**src/rtl/shp_pkg.sv**
```systemverilog
package shp_pkg;
   localparam int unsigned SHP_MAX_SHADOWS = 32;
   localparam int unsigned SHP_MIN_DEPTH   = 2;

   function automatic int unsigned shp_id_width(input int unsigned n);
      return (n > 1) ? $clog2(n) : 1;
   endfunction
endpackage

```
**src/rtl/shp_alloc.sv**
```systemverilog
module shp_alloc
   import shp_pkg::*;
#(
   parameter int unsigned NUM_SH = 4,
   localparam int unsigned ID_W  = shp_id_width(NUM_SH)
)(
   input  logic              clk,
   input  logic              rst,
   input  logic [NUM_SH-1:0] take_vec,
   input  logic [NUM_SH-1:0] rel_vec,
   output logic [NUM_SH-1:0] busy,
   output logic              any_free,
   output logic [ID_W-1:0]   free_id
);
   logic [NUM_SH-1:0] busy_q;

   always_ff @(posedge clk) begin
      if (rst) busy_q <= '0;
      else     busy_q <= (busy_q & ~rel_vec) | take_vec;
   end

   assign busy = busy_q;

   generate
      if (NUM_SH == 1) begin : g_single
         assign any_free = ~busy_q[0];
         assign free_id  = '0;
      end else begin : g_prio
         always_comb begin
            free_id  = '0;
            any_free = 1'b0;
            for (int j = NUM_SH - 1; j >= 0; j--) begin
               if (!busy_q[j]) begin
                  free_id  = ID_W'(j);
                  any_free = 1'b1;
               end
            end
         end
      end
   endgenerate
endmodule

```
**src/rtl/shp_stage.sv**
```systemverilog
module shp_stage #(
   parameter int unsigned DATA_W = 16,
   parameter int unsigned NUM_SH = 4
)(
   input  logic              clk,
   input  logic              rst,
   input  logic              load,
   input  logic [DATA_W-1:0] ld_data,
   input  logic [NUM_SH-1:0] ld_mask,
   input  logic              vacate,
   input  logic [NUM_SH-1:0] kill_vec,
   input  logic [NUM_SH-1:0] res_vec,
   output logic              valid_o,
   output logic              live_o,
   output logic [NUM_SH-1:0] mask_o,
   output logic [DATA_W-1:0] data_o
);
   logic              vld_q;
   logic [NUM_SH-1:0] msk_q;
   logic [DATA_W-1:0] dat_q;

   assign live_o  = vld_q & ~|(msk_q & kill_vec);
   assign valid_o = vld_q;
   assign mask_o  = msk_q;
   assign data_o  = dat_q;

   always_ff @(posedge clk) begin
      if (rst) begin
         vld_q <= 1'b0;
         msk_q <= '0;
         dat_q <= '0;
      end else if (load) begin
         vld_q <= 1'b1;
         msk_q <= ld_mask;
         dat_q <= ld_data;
      end else if (vacate) begin
         vld_q <= 1'b0;
      end else begin
         vld_q <= live_o;
         msk_q <= msk_q & ~res_vec;
      end
   end
endmodule

```
**src/rtl/shp_cancel_pipe.sv**
```systemverilog
module shp_cancel_pipe
   import shp_pkg::*;
#(
   parameter int unsigned NUM_SH = 4,
   parameter int unsigned DEPTH  = 4,
   parameter int unsigned DATA_W = 16,
   localparam int unsigned ID_W  = shp_id_width(NUM_SH)
)(
   input  logic              clk,
   input  logic              rst,
   input  logic              iss_valid,
   input  logic              iss_spec,
   input  logic [DATA_W-1:0] iss_a,
   input  logic [DATA_W-1:0] iss_b,
   output logic              iss_ready,
   output logic [ID_W-1:0]   iss_id,
   input  logic              resolve_valid,
   input  logic [ID_W-1:0]   resolve_id,
   input  logic              cancel_valid,
   input  logic [ID_W-1:0]   cancel_id,
   output logic              commit_valid,
   output logic [DATA_W-1:0] commit_data,
   output logic              redirect_valid,
   output logic [ID_W-1:0]   redirect_id
);
   generate
      if (NUM_SH < 1 || NUM_SH > SHP_MAX_SHADOWS) begin : g_bad_sh
         $error("shp_cancel_pipe: NUM_SH out of range");
      end
      if (DEPTH < SHP_MIN_DEPTH) begin : g_bad_depth
         $error("shp_cancel_pipe: DEPTH too small");
      end
      if (DATA_W < 1) begin : g_bad_w
         $error("shp_cancel_pipe: DATA_W must be positive");
      end
   endgenerate

   logic [NUM_SH-1:0] cancel_vec, res_vec, busy, new_bit, take_vec, iss_mask;
   logic              any_free, iss_fire, last_done;
   logic [ID_W-1:0]   free_id;
   logic [DEPTH-1:0]  stg_valid, live, free_nx, move;
   logic [DEPTH-1:0][NUM_SH-1:0] stg_mask;
   logic [DEPTH-1:0][DATA_W-1:0] stg_data;
   logic              redir_q;
   logic [ID_W-1:0]   redir_id_q;

   always_comb begin
      cancel_vec = '0;
      res_vec    = '0;
      if (cancel_valid) cancel_vec[cancel_id] = 1'b1;
      if (resolve_valid && !(cancel_valid && cancel_id == resolve_id))
         res_vec[resolve_id] = 1'b1;
   end

   // back-pressure chain: a slot frees when empty, killed or its entry leaves
   always_comb begin
      last_done        = live[DEPTH-1] & ~|stg_mask[DEPTH-1];
      free_nx[DEPTH-1] = ~live[DEPTH-1] | last_done;
      move[DEPTH-1]    = last_done;
      for (int i = DEPTH - 2; i >= 0; i--) begin
         move[i]    = live[i] & free_nx[i+1];
         free_nx[i] = ~live[i] | free_nx[i+1];
      end
   end

   always_comb begin
      new_bit = '0;
      if (iss_spec && any_free) new_bit[free_id] = 1'b1;
   end

   assign iss_ready = ~cancel_valid & free_nx[0] & (~iss_spec | any_free);
   assign iss_fire  = iss_valid & iss_ready;
   assign iss_id    = free_id;
   assign iss_mask  = (busy & ~res_vec) | new_bit;
   assign take_vec  = (iss_fire && iss_spec) ? new_bit : '0;

   shp_alloc #(.NUM_SH(NUM_SH)) u_alloc (
      .clk      (clk),
      .rst      (rst),
      .take_vec (take_vec),
      .rel_vec  (res_vec | cancel_vec),
      .busy     (busy),
      .any_free (any_free),
      .free_id  (free_id)
   );

   generate
      for (genvar g = 0; g < DEPTH; g++) begin : g_stg
         logic              ld;
         logic [DATA_W-1:0] ld_data;
         logic [NUM_SH-1:0] ld_mask;
         if (g == 0) begin : g_head
            assign ld      = iss_fire;
            assign ld_data = iss_a + iss_b;
            assign ld_mask = iss_mask;
         end else begin : g_body
            assign ld      = move[g-1];
            assign ld_data = stg_data[g-1];
            assign ld_mask = stg_mask[g-1] & ~res_vec;
         end
         shp_stage #(.DATA_W(DATA_W), .NUM_SH(NUM_SH)) u_stage (
            .clk      (clk),
            .rst      (rst),
            .load     (ld),
            .ld_data  (ld_data),
            .ld_mask  (ld_mask),
            .vacate   (free_nx[g]),
            .kill_vec (cancel_vec),
            .res_vec  (res_vec),
            .valid_o  (stg_valid[g]),
            .live_o   (live[g]),
            .mask_o   (stg_mask[g]),
            .data_o   (stg_data[g])
         );
      end
   endgenerate

   assign commit_valid = last_done;
   assign commit_data  = stg_data[DEPTH-1];

   always_ff @(posedge clk) begin
      if (rst) begin
         redir_q    <= 1'b0;
         redir_id_q <= '0;
      end else begin
         redir_q    <= cancel_valid;
         redir_id_q <= cancel_id;
      end
   end

   assign redirect_valid = redir_q;
   assign redirect_id    = redir_id_q;
endmodule

```
**config.mk**
```make
export PLATFORM = sky130hd
export DESIGN_NAME = shp_cancel_pipe
export DESIGN_NICKNAME = d
export VERILOG_FILES = /design/src/rtl/shp_pkg.sv /design/src/rtl/shp_alloc.sv /design/src/rtl/shp_stage.sv /design/src/rtl/shp_cancel_pipe.sv
export SDC_FILE = /design/constraint.sdc
export NUM_CORES = 1
export LEC_CHECK = 0
export BUFFER_PORTS_ARGS = -buffer_cell sky130_fd_sc_hd__clkbuf_2
export CAP_MARGIN = 20
export CORE_ASPECT_RATIO = 1.1
export CORE_MARGIN = 1
export CORE_UTILIZATION = 60
export DETAILED_ROUTE_END_ITERATION = 8
export GPL_TIMING_DRIVEN = 0
export PLACE_DENSITY = 0.88
export SYNTH_ARGS = -nofsm -noshare
export SYNTH_HDL_FRONTEND = slang
export SYNTH_SLANG_ARGS = --single-unit
```
**constraint.sdc**
```tcl
create_clock -name clk -period 6.2 [get_ports clk]
set_input_delay 1.55 -clock clk [delete_from_list [all_inputs] [get_ports clk]]
set_output_delay 1.55 -clock clk [all_outputs]
set_load 0.03 [all_outputs]
```
==> PnR_summary.wiki <==
{| class="wikitable"
! Metric !! Value
|-
| Result of the run || finished clean
|-
| Register bit total from synthesis || 91
|-
| Maximum number of pins on one net before global-route repair || 19
|-
| Quantity of gates resized following cts || 0
|-
| Count of pins over their slew limit || 0
|-
| Placer Congestion || 0.859
|-
| Synth Area per Inst || 7.96 µm²
|-
| Worst slack at placement || 1580 ps
|-
| Clock network latency to the later pin of the worst-skew pair || 380 ps
|-
| Via count of the first global-routing pass || 3631
|-
| Share of synthesized area occupied by flip-flops and latches || 0.414
|-
| Synthesis-to-finish area growth || 13.9%
|-
| CTS tree || done
|-
| Chip height || 91.8 µm
|-
| Net Count, Synth || 611
|-
| Critical path startpoint category || input pin
|-
| Initial core utilization || 0.624
|-
| Number of buffers inserted during clock tree synthesis || 9
|-
| Power density of the placed cells || 229 mW/mm²
|-
| Sw Ratio || 0.291
|-
| I/O pin total || 65
|-
| Most common cell after layout, fill and taps aside || sky130_fd_sc_hd__nand2_1
|-
| Kind of end point of the critical path || primary output
|-
| DRT antenna net count || 0
|-
| IO buf count || 62
|-
| Internal power consumption || 0.814 mW
|-
| Hold bufs inserted after CTS || 0
|-
| Nets@finish || 684
|-
| Ratio of routed vias to standard cells || 5.72
|-
| Most instantiated flip-flop cell in the synthesis netlist || sky130_fd_sc_hd__dfxtp_1
|-
| Reported leakage power || 1.95 nW
|-
| Critical path data required time || 4650 ps
|-
| Number of antenna cells inserted || 0
|-
| Post-synthesis cell area || 0.00440 mm²
|-
| Slew headroom || 0.525
|-
| Share of cells above drive strength 1 || 0.158
|-
| Clock tree root driver cell || sky130_fd_sc_hd__clkbuf_8
|-
| Clock network fraction of design power || 0.335
|-
| Site Rows || 32
|-
| RSZ-0062 raised after global routing || no
|-
| Unique masters post-synth || 51
|-
| Final HPWL from detailed placement || 7.59 mm
|-
| Crit path DAT || 3080 ps
|-
| Portion of total power attributed to combinational logic || 0.141
|-
| DRC marker count from the first detailed-route iteration || 219
|-
| Utilization after layout || 0.711
|-
| TritonRoute pass-1 iters || 4
|-
| Reported net switching power || 0.335 mW
|-
| Async set-reset flop share out of synthesis || 0
|-
| Number of violations of the max-capacitance limit || 0
|-
| Sum of negative setup slack || 0 ps
|-
| Most frequent cells in the layout || sky130_fd_sc_hd__nand2_1, sky130_fd_sc_hd__dfxtp_1, sky130_fd_sc_hd__a21oi_1, sky130_fd_sc_hd__clkbuf_2, sky130_fd_sc_hd__nor2_1
|-
| Post-Route WL || 9.93 mm
|-
| Clock slew seen by the registers of the worst setup and hold paths || 100 ps
|-
| Count of endpoints failing setup in the final report || 0
|-
| Worst Hold Margin || 446 ps
|-
| Gr usage total || 0.266
|-
| Number of H-tree branching levels || 3
|-
| Sinks on Clock Net || 91
|-
| Floorplan core area || 0.00705 mm²
|-
| Top achievable clock speed || 216 MHz
|-
| Post-route clock period utilization || 0.747
|-
| Post-route DRC || 0
|-
| Number of enable flip-flop cells after synthesis || 0
|-
| Cells after synthesis || 553
|-
| Via count of the routed design || 4096
|-
| Synthesis Warnings || 0
|-
| Number of antenna violations at the first check in global routing || 0
|-
| IR drop worst, VDD || 158 µV
|-
| Final worst setup slack || 1570 ps
|-
| Slew at the pin with the worst max-slew slack || 713 ps
|-
| Die area || 0.00768 mm²
|-
| Maximum fanout along the worst path || 8
|-
| Number of buffers on the longest clock path || 2
|-
| Final Hold Fails || 0
|-
| Die outline width || 83.6 µm
|-
| Hold Crit Class || flip-flop to flip-flop
|-
| Classification of the worst setup path || input pin to primary output
|-
| Clk_skew || 14.7 ps
|-
| Setup Buffers After CTS || 0
|-
| Time the worst path needs with I/O delays and setup || 4630 ps
|-
| Total congestion overflow after global routing || 0
|-
| First-pass GRT wire length || 16.4 mm
|-
| Routed WL per cell || 13.9 µm
|-
| Sequential share of power || 0.524
|}
## worst max-delay path: stages
cell,delay (ps)
sky130_fd_sc_hd__clkbuf_2,180
sky130_fd_sc_hd__mux4_2,570
sky130_fd_sc_hd__o21ai_2,270
sky130_fd_sc_hd__nand4_4,200
sky130_fd_sc_hd__nand2_1,100
sky130_fd_sc_hd__inv_1,40
sky130_fd_sc_hd__clkbuf_2,170
## area by class of cell
| type | count | area, µm² |
|---|---|---|
| plain buffers | 34 | 166 |
| clock inverters | 7 | 68.8 |
| multi-input cells | 419 | 2380 |
| inverters | 9 | 33.8 |
| fillers | 608 | 2040 |
| flip-flops and latches | 91 | 1820 |
| well taps | 85 | 106 |
| clock buffers | 9 | 124 |
| repair buffers | 62 | 310 |
## cells in the mapped netlist, drive strengths merged (2+ instances only)
library cell,n,area (µm²)
inv,9,33.8
buf,12,82.6
nand2,135,507
a211oi,4,40.0
a32oi,10,87.6
o221a,2,22.5
nor4,2,12.5
o21ai,20,104
a21boi,3,22.5
a21oi,88,440
o31ai,2,15.0
o2111ai,3,26.3
o21a,3,22.5
o211ai,6,45.0
or3,6,37.5
nor3,5,25.0
a21o,12,90.1
nor2b,8,50.1
mux4,2,45.0
clkbuf,22,83.8
nand3,15,75.1
dfxtp,91,1820
ha,15,188
mux2i,7,70.1
a31oi,4,25.0
xnor2,7,61.3
nand3b,5,37.5
nor3b,2,15.0
nand4,3,33.8
nand2b,6,37.5
nor2,29,109
and3,3,18.8
## layer usage
metal  up-vias  track usage  wire length (µm)
li1       2086            -                 -
met1      1859        0.341              4530
met2       131        0.438              4640
met3        20       0.0558               569
met4         0        0.109               190
met5         -            0                 0
## stage by stage
| step | total power [mW] | cell area [µm²] | cells |
|---|---|---|---|
| 2_1_floorplan | 0.728 | 4400 | 553 |
| 3_3_place_gp | 0.768 | 4820 | 700 |
| 3_5_place_dp | 0.774 | 4820 | 700 |
| 4_1_cts | 1.15 | 5010 | 716 |
| 5_1_grt | 1.19 | 5010 | 716 |
| 6_report | 1.15 | 5010 | 716 |
## kinds of logic after synthesis
| family | count (synthesis) | share of synthesized area |
|---|---|---|
| muxes | 9 | 0.0262 |
| adders and majority gates | 16 | 0.0472 |
| xor gates and xnor gates | 8 | 0.0159 |
| DFF | 91 | 0.414 |
| and+or+nand+nor | 222 | 0.223 |
| AOI/OAI and AO/OA | 164 | 0.228 |
| buffers and inverters | 43 | 0.0455 |
## state kept, by name, summed over array words and instances, names as in the netlist
register and cells:
u_alloc.busy 4, g_stg.u_stage.valid_o 4, g_stg.u_stage.data_o 64, redirect_id 2, g_stg.u_stage.mask_o 16, redirect_valid 1
## path summary, 6_finish.rpt
| path | start | end | slack, ps | depth (start not counted) |
|---|---|---|---|---|
| min reg2reg | g_stg[1].u_stage.data_o[11]$_SDFFE_PP0P_ | g_stg[2].u_stage.data_o[11]$_SDFFE_PP0P_ | 450 | 2 |
| max | cancel_id[0] | iss_ready | 1570 | 7 |
| min | g_stg[1].u_stage.data_o[11]$_SDFFE_PP0P_ | g_stg[2].u_stage.data_o[11]$_SDFFE_PP0P_ | 450 | 2 |
| max reg2reg | g_stg[3].u_stage.mask_o[0]$_SDFFE_PP0P_ | g_stg[1].u_stage.data_o[9]$_SDFFE_PP0P_ | 3970 | 7 |
## power groups by stage
stage          Clock (mW)  Combinational [mW]  Sequential [mW]
5_1_grt             0.410               0.180            0.603
3_5_place_dp            0               0.159            0.616
6_report            0.385               0.162            0.602
2_1_floorplan           0               0.112            0.616
3_3_place_gp            0               0.153            0.615
4_1_cts             0.388               0.160            0.602
No activity file was read; power rests on OpenSTA's default activity.
